### src/rtl/irqx_pkg.sv
package irqx_pkg;

    parameter int IRQX_PORTS   = 4;
    parameter int IRQX_REG_W   = 8;

    // Register field positions (software-visible layout)
    localparam int EN_POS   = 0;
    localparam int FLAG_POS = 4;
    localparam int CLR_POS  = 5;

    localparam logic [IRQX_REG_W-1:0] READ_MASK =
        (IRQX_REG_W'(1) << EN_POS) | (IRQX_REG_W'(1) << FLAG_POS);

    // One synchronized sample of every interrupt pin
    typedef struct packed {
        logic                  ded_n;
        logic [IRQX_PORTS-1:0] port;
    } pin_sample_t;

    localparam int SAMPLE_W = $bits(pin_sample_t);

    // Idle pin levels: dedicated high, ports low
    localparam pin_sample_t PIN_IDLE = '{ded_n: 1'b1, port: '0};

    typedef enum logic [1:0] {
        LATCH_HOLD  = 2'd0,
        LATCH_SET   = 2'd1,
        LATCH_CLEAR = 2'd2
    } latch_op_t;

    // True when every port bit other than idx is low
    function automatic logic others_quiet(
        input logic [IRQX_PORTS-1:0] v,
        input int                    idx
    );
        logic [IRQX_PORTS-1:0] m;
        m = v;
        m[idx] = 1'b0;
        return (m == '0);
    endfunction

    // Set has priority over any clear source
    function automatic latch_op_t pick_op(input logic set, input logic clr);
        if (set)      return LATCH_SET;
        else if (clr) return LATCH_CLEAR;
        else          return LATCH_HOLD;
    endfunction

endpackage

### src/rtl/irqx_sync.sv
module irqx_sync
    import irqx_pkg::*;
#(
    parameter int STAGES = 2
) (
    input  logic        clk,
    input  logic        rst,
    input  pin_sample_t raw,
    output pin_sample_t cur,
    output pin_sample_t prev
);

    localparam int LAST = STAGES - 1;

    pin_sample_t chain [STAGES];
    pin_sample_t prev_q;

    generate
        for (genvar s = 0; s < STAGES; s++) begin : g_stage
            if (s == 0) begin : g_first
                always_ff @(posedge clk) begin
                    if (rst) chain[s] <= PIN_IDLE;
                    else     chain[s] <= raw;
                end
            end else begin : g_next
                always_ff @(posedge clk) begin
                    if (rst) chain[s] <= PIN_IDLE;
                    else     chain[s] <= chain[s-1];
                end
            end
        end
    endgenerate

    always_ff @(posedge clk) begin
        if (rst) prev_q <= PIN_IDLE;
        else     prev_q <= chain[LAST];
    end

    assign cur  = chain[LAST];
    assign prev = prev_q;

endmodule

### src/rtl/irqx_detect.sv
module irqx_detect
    import irqx_pkg::*;
(
    input  logic                  clk,
    input  logic                  rst,
    input  pin_sample_t           cur,
    input  pin_sample_t           prev,
    input  logic                  cfg_level,
    input  logic                  cfg_port_en,
    output logic [IRQX_PORTS-1:0] port_edge,
    output logic                  set_req
);

    logic ded_fall;
    logic ded_level;
    logic port_level;

    assign ded_fall  = prev.ded_n & ~cur.ded_n;
    assign ded_level = ~cur.ded_n;

    generate
        for (genvar i = 0; i < IRQX_PORTS; i++) begin : g_port
            always_comb begin
                port_edge[i] = cfg_port_en
                             & cur.port[i] & ~prev.port[i]
                             & others_quiet(cur.port, i)
                             & cur.ded_n;
            end
        end
    endgenerate

    assign port_level = cfg_port_en & (|cur.port);

    always_comb begin
        set_req = ded_fall | (|port_edge);
        if (cfg_level) set_req = set_req | ded_level | port_level;
    end


    port_edge_single_chk: assert property (@(posedge clk) disable iff (rst)
        $onehot0(port_edge));


    port_gate_chk: assert property (@(posedge clk) disable iff (rst)
        !cfg_port_en |-> (port_edge == '0));

endmodule

### src/rtl/irqx_latch_regs.sv
module irqx_latch_regs
    import irqx_pkg::*;
(
    input  logic                  clk,
    input  logic                  rst,
    input  logic                  set_req,
    input  logic                  vec_ack,
    input  logic                  reg_wr,
    input  logic [IRQX_REG_W-1:0] reg_wdata,
    output logic                  flag,
    output logic                  en,
    output logic [IRQX_REG_W-1:0] reg_rdata
);

    logic      wr_clear;
    latch_op_t op;
    logic      unused_wbits;

    assign wr_clear     = reg_wr & reg_wdata[CLR_POS];
    assign op           = pick_op(set_req, wr_clear | vec_ack);
    assign unused_wbits = ^reg_wdata;

    always_ff @(posedge clk) begin
        if (rst) begin
            flag <= 1'b0;
        end else begin
            unique case (op)
                LATCH_SET:   flag <= 1'b1;
                LATCH_CLEAR: flag <= 1'b0;
                default:     flag <= flag;
            endcase
        end
    end

    always_ff @(posedge clk) begin
        if (rst)         en <= 1'b1;
        else if (reg_wr) en <= reg_wdata[EN_POS];
    end

    always_comb begin
        reg_rdata           = '0;
        reg_rdata[EN_POS]   = en;
        reg_rdata[FLAG_POS] = flag;
    end


    latch_set_chk: assert property (@(posedge clk) disable iff (rst)
        set_req |=> flag);


    ack_clear_chk: assert property (@(posedge clk) disable iff (rst)
        (vec_ack && !set_req) |=> !flag);


    wr_clear_chk: assert property (@(posedge clk) disable iff (rst)
        (reg_wr && reg_wdata[CLR_POS] && !set_req) |=> !flag);


    wr_keep_chk: assert property (@(posedge clk) disable iff (rst)
        (reg_wr && !reg_wdata[CLR_POS] && !set_req && !vec_ack)
            |=> (flag == $past(flag)));


    rd_unused_chk: assert property (@(posedge clk) disable iff (rst)
        (reg_rdata & ~READ_MASK) == '0);


    reset_state_chk: assert property (@(posedge clk)
        rst |=> (!flag && en));

endmodule

### src/rtl/irqx_ctrl.sv
module irqx_ctrl
    import irqx_pkg::*;
#(
    parameter int SYNC_STAGES = 2
) (
    input  logic                  clk,
    input  logic                  rst,
    input  logic                  ext_irq_n,
    input  logic [IRQX_PORTS-1:0] port_irq,
    input  logic                  cfg_level,
    input  logic                  cfg_port_en,
    input  logic                  cpu_mask,
    input  logic                  vec_ack,
    input  logic                  reg_wr,
    input  logic [IRQX_REG_W-1:0] reg_wdata,
    output logic [IRQX_REG_W-1:0] reg_rdata,
    output logic                  irq_out
);

    pin_sample_t           raw_pins;
    pin_sample_t           cur_pins;
    pin_sample_t           prev_pins;
    logic [IRQX_PORTS-1:0] port_edge;
    logic                  set_req;
    logic                  flag;
    logic                  en;

    assign raw_pins.ded_n = ext_irq_n;
    assign raw_pins.port  = port_irq;

    irqx_sync #(.STAGES(SYNC_STAGES)) u_sync (
        .clk  (clk),
        .rst  (rst),
        .raw  (raw_pins),
        .cur  (cur_pins),
        .prev (prev_pins)
    );

    irqx_detect u_detect (
        .clk         (clk),
        .rst         (rst),
        .cur         (cur_pins),
        .prev        (prev_pins),
        .cfg_level   (cfg_level),
        .cfg_port_en (cfg_port_en),
        .port_edge   (port_edge),
        .set_req     (set_req)
    );

    irqx_latch_regs u_regs (
        .clk       (clk),
        .rst       (rst),
        .set_req   (set_req),
        .vec_ack   (vec_ack),
        .reg_wr    (reg_wr),
        .reg_wdata (reg_wdata),
        .flag      (flag),
        .en        (en),
        .reg_rdata (reg_rdata)
    );

    assign irq_out = flag & en & ~cpu_mask;


    irq_block_chk: assert property (@(posedge clk) disable iff (rst)
        (cpu_mask || !reg_rdata[EN_POS]) |-> !irq_out);

endmodule

### config.mk
export PLATFORM = sky130hd
export DESIGN_NAME = irqx_ctrl
export DESIGN_NICKNAME = d
export VERILOG_FILES = /design/src/rtl/irqx_pkg.sv /design/src/rtl/irqx_sync.sv /design/src/rtl/irqx_detect.sv /design/src/rtl/irqx_latch_regs.sv /design/src/rtl/irqx_ctrl.sv
export SDC_FILE = /design/constraint.sdc
export NUM_CORES = 1
export LEC_CHECK = 0
export BUFFER_PORTS_ARGS = -buffer_cell sky130_fd_sc_hd__buf_2
export CORE_MARGIN = 3
export CORE_UTILIZATION = 43
export CTS_CLUSTER_SIZE = 28
export DETAILED_ROUTE_END_ITERATION = 16
export PLACE_DENSITY = 0.75
export SKIP_LAST_GASP = 1
export SYNTH_ARGS = -nofsm -noshare
export SYNTH_HDL_FRONTEND = slang
export SYNTH_SLANG_ARGS = --single-unit
export TNS_END_PERCENT = 1
### constraint.sdc
create_clock -name clk -period 1.4 [get_ports clk]
set_input_delay 0.28 -clock clk [delete_from_list [all_inputs] [get_ports clk]]
set_output_delay 0.28 -clock clk [all_outputs]
set_load 0.02 [all_outputs]
==> impl_metrics.py, run 1 <==
metrics = {
    "run_status": {
        "status": "completed",
    },
    "worst_hold_path": {
        "min_path_type": "input port to flip-flop",
    },
    "cts": {
        "cts_max_level": 1,
        "cts-buffers-inserted": 3,
        "cts-root-buf": "clkbuf_4",
        "cts_resized": 0,
        "cts_tree": "built",
        "cts_setup_buffers": 0,
        "clockBufferDepth": 2,
        "clock-sinks": 17,
        "holdBufCountCts": 0,
        "worstSkewPairLatency_ns": 0.27,
        "clk_transition_reported_paths_ns": 0.09,
    },
    "floorplanning": {
        "rows": 13,
        "die_h_um": 44.2,
        "die_area_um2": 1960,
        "initial_core_util": 0.471,
        "die_w_um": 44.2,
        "design.core.area_um2": 1330,
        "io_pins": 29,
    },
    "global_route": {
        "grt.overflow.total": 0,
        "grt_max_degree": 18,
        "grt_pass1_vias": 341,
        "grt_pass1_wl_um": 1280,
        "grt_use_total": 0.0907,
        "grt_antenna_before_repair": 0,
    },
    "sta": {
        "period_minus_slack_ns": 1.19,
        "finalSetupTns_ns": 0,
        "fin_skew_ns": 0.00106,
        "timing.fmax_mhz": 840,
        "hold_ws_ns": 0.183,
        "hold_viol_final": 0,
        "finalCritPeriodShare": 0.850,
        "rsz0062_at_grt": "no",
        "maxSlewViolCount": 0,
        "setup_viol": 0,
        "fin_ws_ns": 0.210,
    },
    "yosys": {
        "ys_seq_elements": 17,
        "yosysWarningCount": 0,
        "synthTopCellsByArea": "dfxtp_1 (54%), nor2b_1 (12%), buf_4 (9.6%), nor3b_1 (4.8%), o211a_1 (3.2%)",
        "synth_edf_count": 0,
        "synthCells": 60,
        "synthFlopType": "dfxtp_1",
        "synthTopCellsByCount": "dfxtp_1 (17), nor2b_1 (12), buf_4 (8), nor3b_1 (4)",
        "synth_top_area_cell": "dfxtp_1",
        "synth.distinct_cells": 17,
        "synth.avg_cell_area_um2": 10.5,
        "netlist_area_um2": 628,
        "yosys.area.top_type_share": 0.542,
        "seq_area_frac_synth": 0.542,
        "post-synth-top-count-cell": "dfxtp_1",
        "async_flop_share": 0,
    },
    "worst_setup_path": {
        "setup.worst_path.start_class": "flip-flop",
        "crit_type": "flip-flop to output pin",
        "critPathRequiredTime_ns": 1.12,
        "cp_max_fo": 3,
        "critPathArrivalTime_ns": 0.91,
        "endpoint_kind": "output pin",
    },
    "power": {
        "p_leak_nw": 0.327,
        "power_density_nw_per_um2": 1190,
        "max-vdd-ir-drop_mv": 0.655,
    },
    "layout": {
        "diodes": 0,
        "drive_above_1_share": 0.303,
        "area_growth_pct": 12.2,
        "utilization": 0.528,
        "post-route-cell-area_um2": 704,
        "nNetsFinal": 97,
    },
    "detailed_routing": {
        "ant_nets": 0,
        "dr.first_iter.drc_count": 4,
        "routedWlPerCell_um": 8.90,
        "routed_wl_um": 810,
        "vias": 400,
        "firstDrtPassIters": 4,
        "post_drt_via_cell_ratio": 4.40,
        "route.detailed.drc": 0,
    },
    "placement": {
        "preCtsSetupSlack_ns": 0.295,
        "portBuffers": 16,
        "place_area_um2": 678,
        "gp_congestion": 0.672,
    },
    "job": {
        "drv_cap": 0,
    },
}
==> sequential cells by signal (all words and copies together) (netlist names) <==
signal	flops
u_sync.chain	10
u_regs.en	1
u_regs.flag	1
u_sync.prev	5
==> layout make-up <==
type                            count  area [um^2]
Fill cell                         119          629
Tap cell                           15         18.8
Sequential cell                    17          340
Timing Repair Buffer               16         80.1
Multi-Input combinational cell     39          239
Clock buffer                        4         26.3
==> metrics by stage <==
stage,std cells,power [mW]
finish,91,0.840
global route,91,0.884
CTS,91,0.855
detailed placement,87,0.612
global placement,87,0.609
floorplan,65,0.601
==> power breakdown <==
group          internal (mW)  switching (mW)
registers              0.505         0.00921
clock network          0.110           0.130
logic                 0.0394          0.0462
==> path summary, 6_finish.rpt <==
| kind | startpoint | end | slack (ns) | cells past startpoint |
|---|---|---|---|---|
| setup / recovery | u_regs.flag | irq_out | 0.21 | 3 |
| hold reg to reg | u_sync.chain[0][4] | u_sync.chain[1][4] | 0.42 | 1 |
| setup reg to reg | u_sync.chain[1][0] | u_regs.flag | 0.28 | 4 |
| hold / removal | ext_irq_n | u_sync.chain[0][4] | 0.18 | 2 |
==> logic make-up after synthesis <==
family,share of synthesized area
and+or+nand+nor,0.253
buffers and inverters,0.108
AOI/OAI and AO/OA,0.0917
DFF,0.542
other,0.00597
==> layout by cell type (no fill, tap or decap) <==
cell      instances
conb_1            6
clkbuf_1          1
nand2_1           2
a21boi_0          1
or2_2             3
o211a_1           2
o21bai_1          1
dfxtp_1          17
nor2_1            3
clkbuf_4          3
nor2b_2           1
a31oi_1           1
o31ai_1           1
nand3b_1          1
buf_2            16
nor3b_1           4
nor2b_1          12
a211o_1           1
==> per-layer routing <==
layer	track usage	vias up	part of all wire
met5	0	-	0
met4	0.0723	0	0
met3	0.0285	0	0.10
met2	0.142	18	0.42
met1	0.100	167	0.47
li1	-	215	-
==> critical path, stage by stage, from the launching register on <==
cell and delay (ns):
dfxtp_1 0.35, nand2_1 0.05, nor2_1 0.07, buf_2 0.16
No activity file was read; power rests on OpenSTA's default activity.
==> run 2, diff against run 1 <==
- clock period: 1.4 -> 1.1 ns (I/O delays scaled with it)
==> impl_metrics.py, run 2 (synthesis results as in run 1) <==
metrics = {
    "run_status": {
        "status": "finished with violations",
        "failed_checks": "setup timing",
    },
    "sta": {
        "finalCritPeriodShare": 1.03,
        "maxSlewViolCount": 0,
        "timing.fmax_mhz": 882,
        "fin_ws_ns": -0.0336,
        "rsz0062_at_grt": "yes",
        "hold_viol_final": 0,
        "period_minus_slack_ns": 1.13,
        "fin_skew_ns": 0.00499,
        "setup_viol": 2,
    },
    "layout": {
        "multi_input_area_um2": 239,
        "largest_reg_flops": 10,
        "stdcell_count": 91,
        "top_register": "u_sync.chain",
        "nFillCells": 120,
        "register_area_um2": 347,
        "final_cell_mix": "buf_2 (15), nor2b_1 (12), dfxtp_1 (12), conb_1 (6), dfxtp_2 (5)",
        "nNetsFinal": 97,
        "layout_commonest_cell": "buf_2",
        "area_growth_pct": 13.7,
        "diodes": 0,
        "post-route-cell-area_um2": 714,
        "drive_above_1_share": 0.382,
    },
    "detailed_routing": {
        "firstDrtPassIters": 2,
        "post_drt_via_cell_ratio": 4.55,
        "route.detailed.drc": 0,
        "vias": 414,
        "routedWlPerCell_um": 9.30,
        "routed_wl_um": 846,
        "dr.first_iter.drc_count": 2,
        "ant_nets": 0,
    },
    "cts": {
        "cts_setup_buffers": 0,
        "cts-buffers-inserted": 3,
        "clk_transition_reported_paths_ns": 0.09,
        "holdBufCountCts": 0,
        "cts_tree": "built",
        "cts_max_level": 1,
        "worstSkewPairLatency_ns": 0.28,
        "clock-sinks": 17,
        "clockBufferDepth": 2,
        "cts-root-buf": "clkbuf_4",
    },
    "worst_setup_path": {
        "endpoint_kind": "flip-flop",
        "setup.worst_path.start_class": "flip-flop",
        "critPathRequiredTime_ns": 1.26,
        "ff2ff_setup_slack_ns": -0.03,
        "crit_type": "flip-flop to flip-flop",
        "timing.rr.end": "u_regs.flag",
        "reg2regPathDepth": 4,
        "cp_max_fo": 4,
        "r2r-start": "u_sync.chain[1][3]",
        "critPathArrivalTime_ns": 1.29,
    },
    "placement": {
        "placed_cells": 87,
        "portBuffers": 16,
        "place_area_um2": 678,
        "gp_congestion": 0.673,
    },
    "global_route": {
        "grt_pass1_wl_um": 1430,
        "grt_use_total": 0.0992,
        "grt_max_degree": 18,
        "grt.overflow.total": 0,
        "grt_antenna_before_repair": 0,
        "grt_pass1_vias": 374,
    },
    "job": {
        "drv_cap": 0,
    },
    "floorplanning": {
        "design.core.area_um2": 1330,
        "die_area_um2": 1960,
        "rows": 13,
        "io_pins": 29,
        "die_w_um": 44.2,
        "die_h_um": 44.2,
        "initial_core_util": 0.471,
    },
    "worst_hold_path": {
        "hold_path_depth": 2,
        "whs_endpoint": "u_sync.chain[0][4]",
        "hold_path_startpoint": "ext_irq_n",
        "min_path_type": "input port to flip-flop",
    },
    "power": {
        "max-vdd-ir-drop_mv": 0.828,
        "p_leak_nw": 0.331,
        "power_density_nw_per_um2": 1510,
    },
}
==> run 2: worst max-delay path, stage by stage, from the launching register on <==
cell	delay, ns
dfxtp_2	0.35
nor3b_1	0.13
o211a_1	0.22
o31ai_1	0.22
a31oi_1	0.10
==> run 2: worst max-delay path by stage <==
stage,start,endpoint,slack (ns),cells past startpoint
final,u_sync.chain[1][3],u_regs.flag,-0.03,4
after global routing,u_regs.en,irq_out,-0.09,3
after CTS,u_regs.en,irq_out,-0.02,3
after detailed placement,u_sync.chain[1][0],u_regs.flag,-0.007,4
after global placement,u_sync.chain[1][0],u_regs.flag,-0.006,4
after floorplan,u_sync.chain[1][0],u_regs.flag,0.04,4
==> run 2: per-layer routing <==
metal,part of all wire,up-vias,global-route usage
met5,0,-,0
met4,0.0047,0,0.0542
met3,0.11,2,0.0447
met2,0.44,20,0.160
met1,0.44,177,0.108
li1,-,215,-
==> run 2: stage by stage <==
| stage | setup TNS, ns | util | worst slack (ns) | total power [mW] | hold WS (ns) |
|---|---|---|---|---|---|
| floorplan | 0 | - | 0.0390 | 0.765 | 0.292 |
| global placement | -0.00644 | 0.508 | -0.00644 | 0.776 | 0.392 |
| detailed placement | -0.00661 | 0.508 | -0.00661 | 0.779 | 0.400 |
| CTS | -0.0425 | 0.534 | -0.0228 | 1.10 | 0.103 |
| global route | -0.180 | 0.536 | -0.0904 | 1.14 | 0.0972 |
| finish | -0.0397 | 0.536 | -0.0336 | 1.08 | 0.114 |
==> run 2: cell type report <==
cell class | instances | share of cell area
Clock buffer | 3 | 0.0315
Clock inverter | 1 | 0.00701
Multi-Input combinational cell | 39 | 0.335
Sequential cell | 17 | 0.485
Tap cell | 15 | 0.0263
Timing Repair Buffer | 16 | 0.116
==> run 2: report_power, final <==
group	internal, mW	leakage (nW)	switching, mW	total, mW
Combinational	0.0511	0.172	0.0590	0.110
Sequential	0.645	0.141	0.0123	0.657
Clock	0.135	0.0177	0.179	0.313
==> run 2: timing repair <==
action                                  4_1_cts  5_1_grt
endpoints found under the setup margin        2        2
endpoints found under the hold margin         0        0
pin swaps                                     0        2
gates resized for setup                       4        2
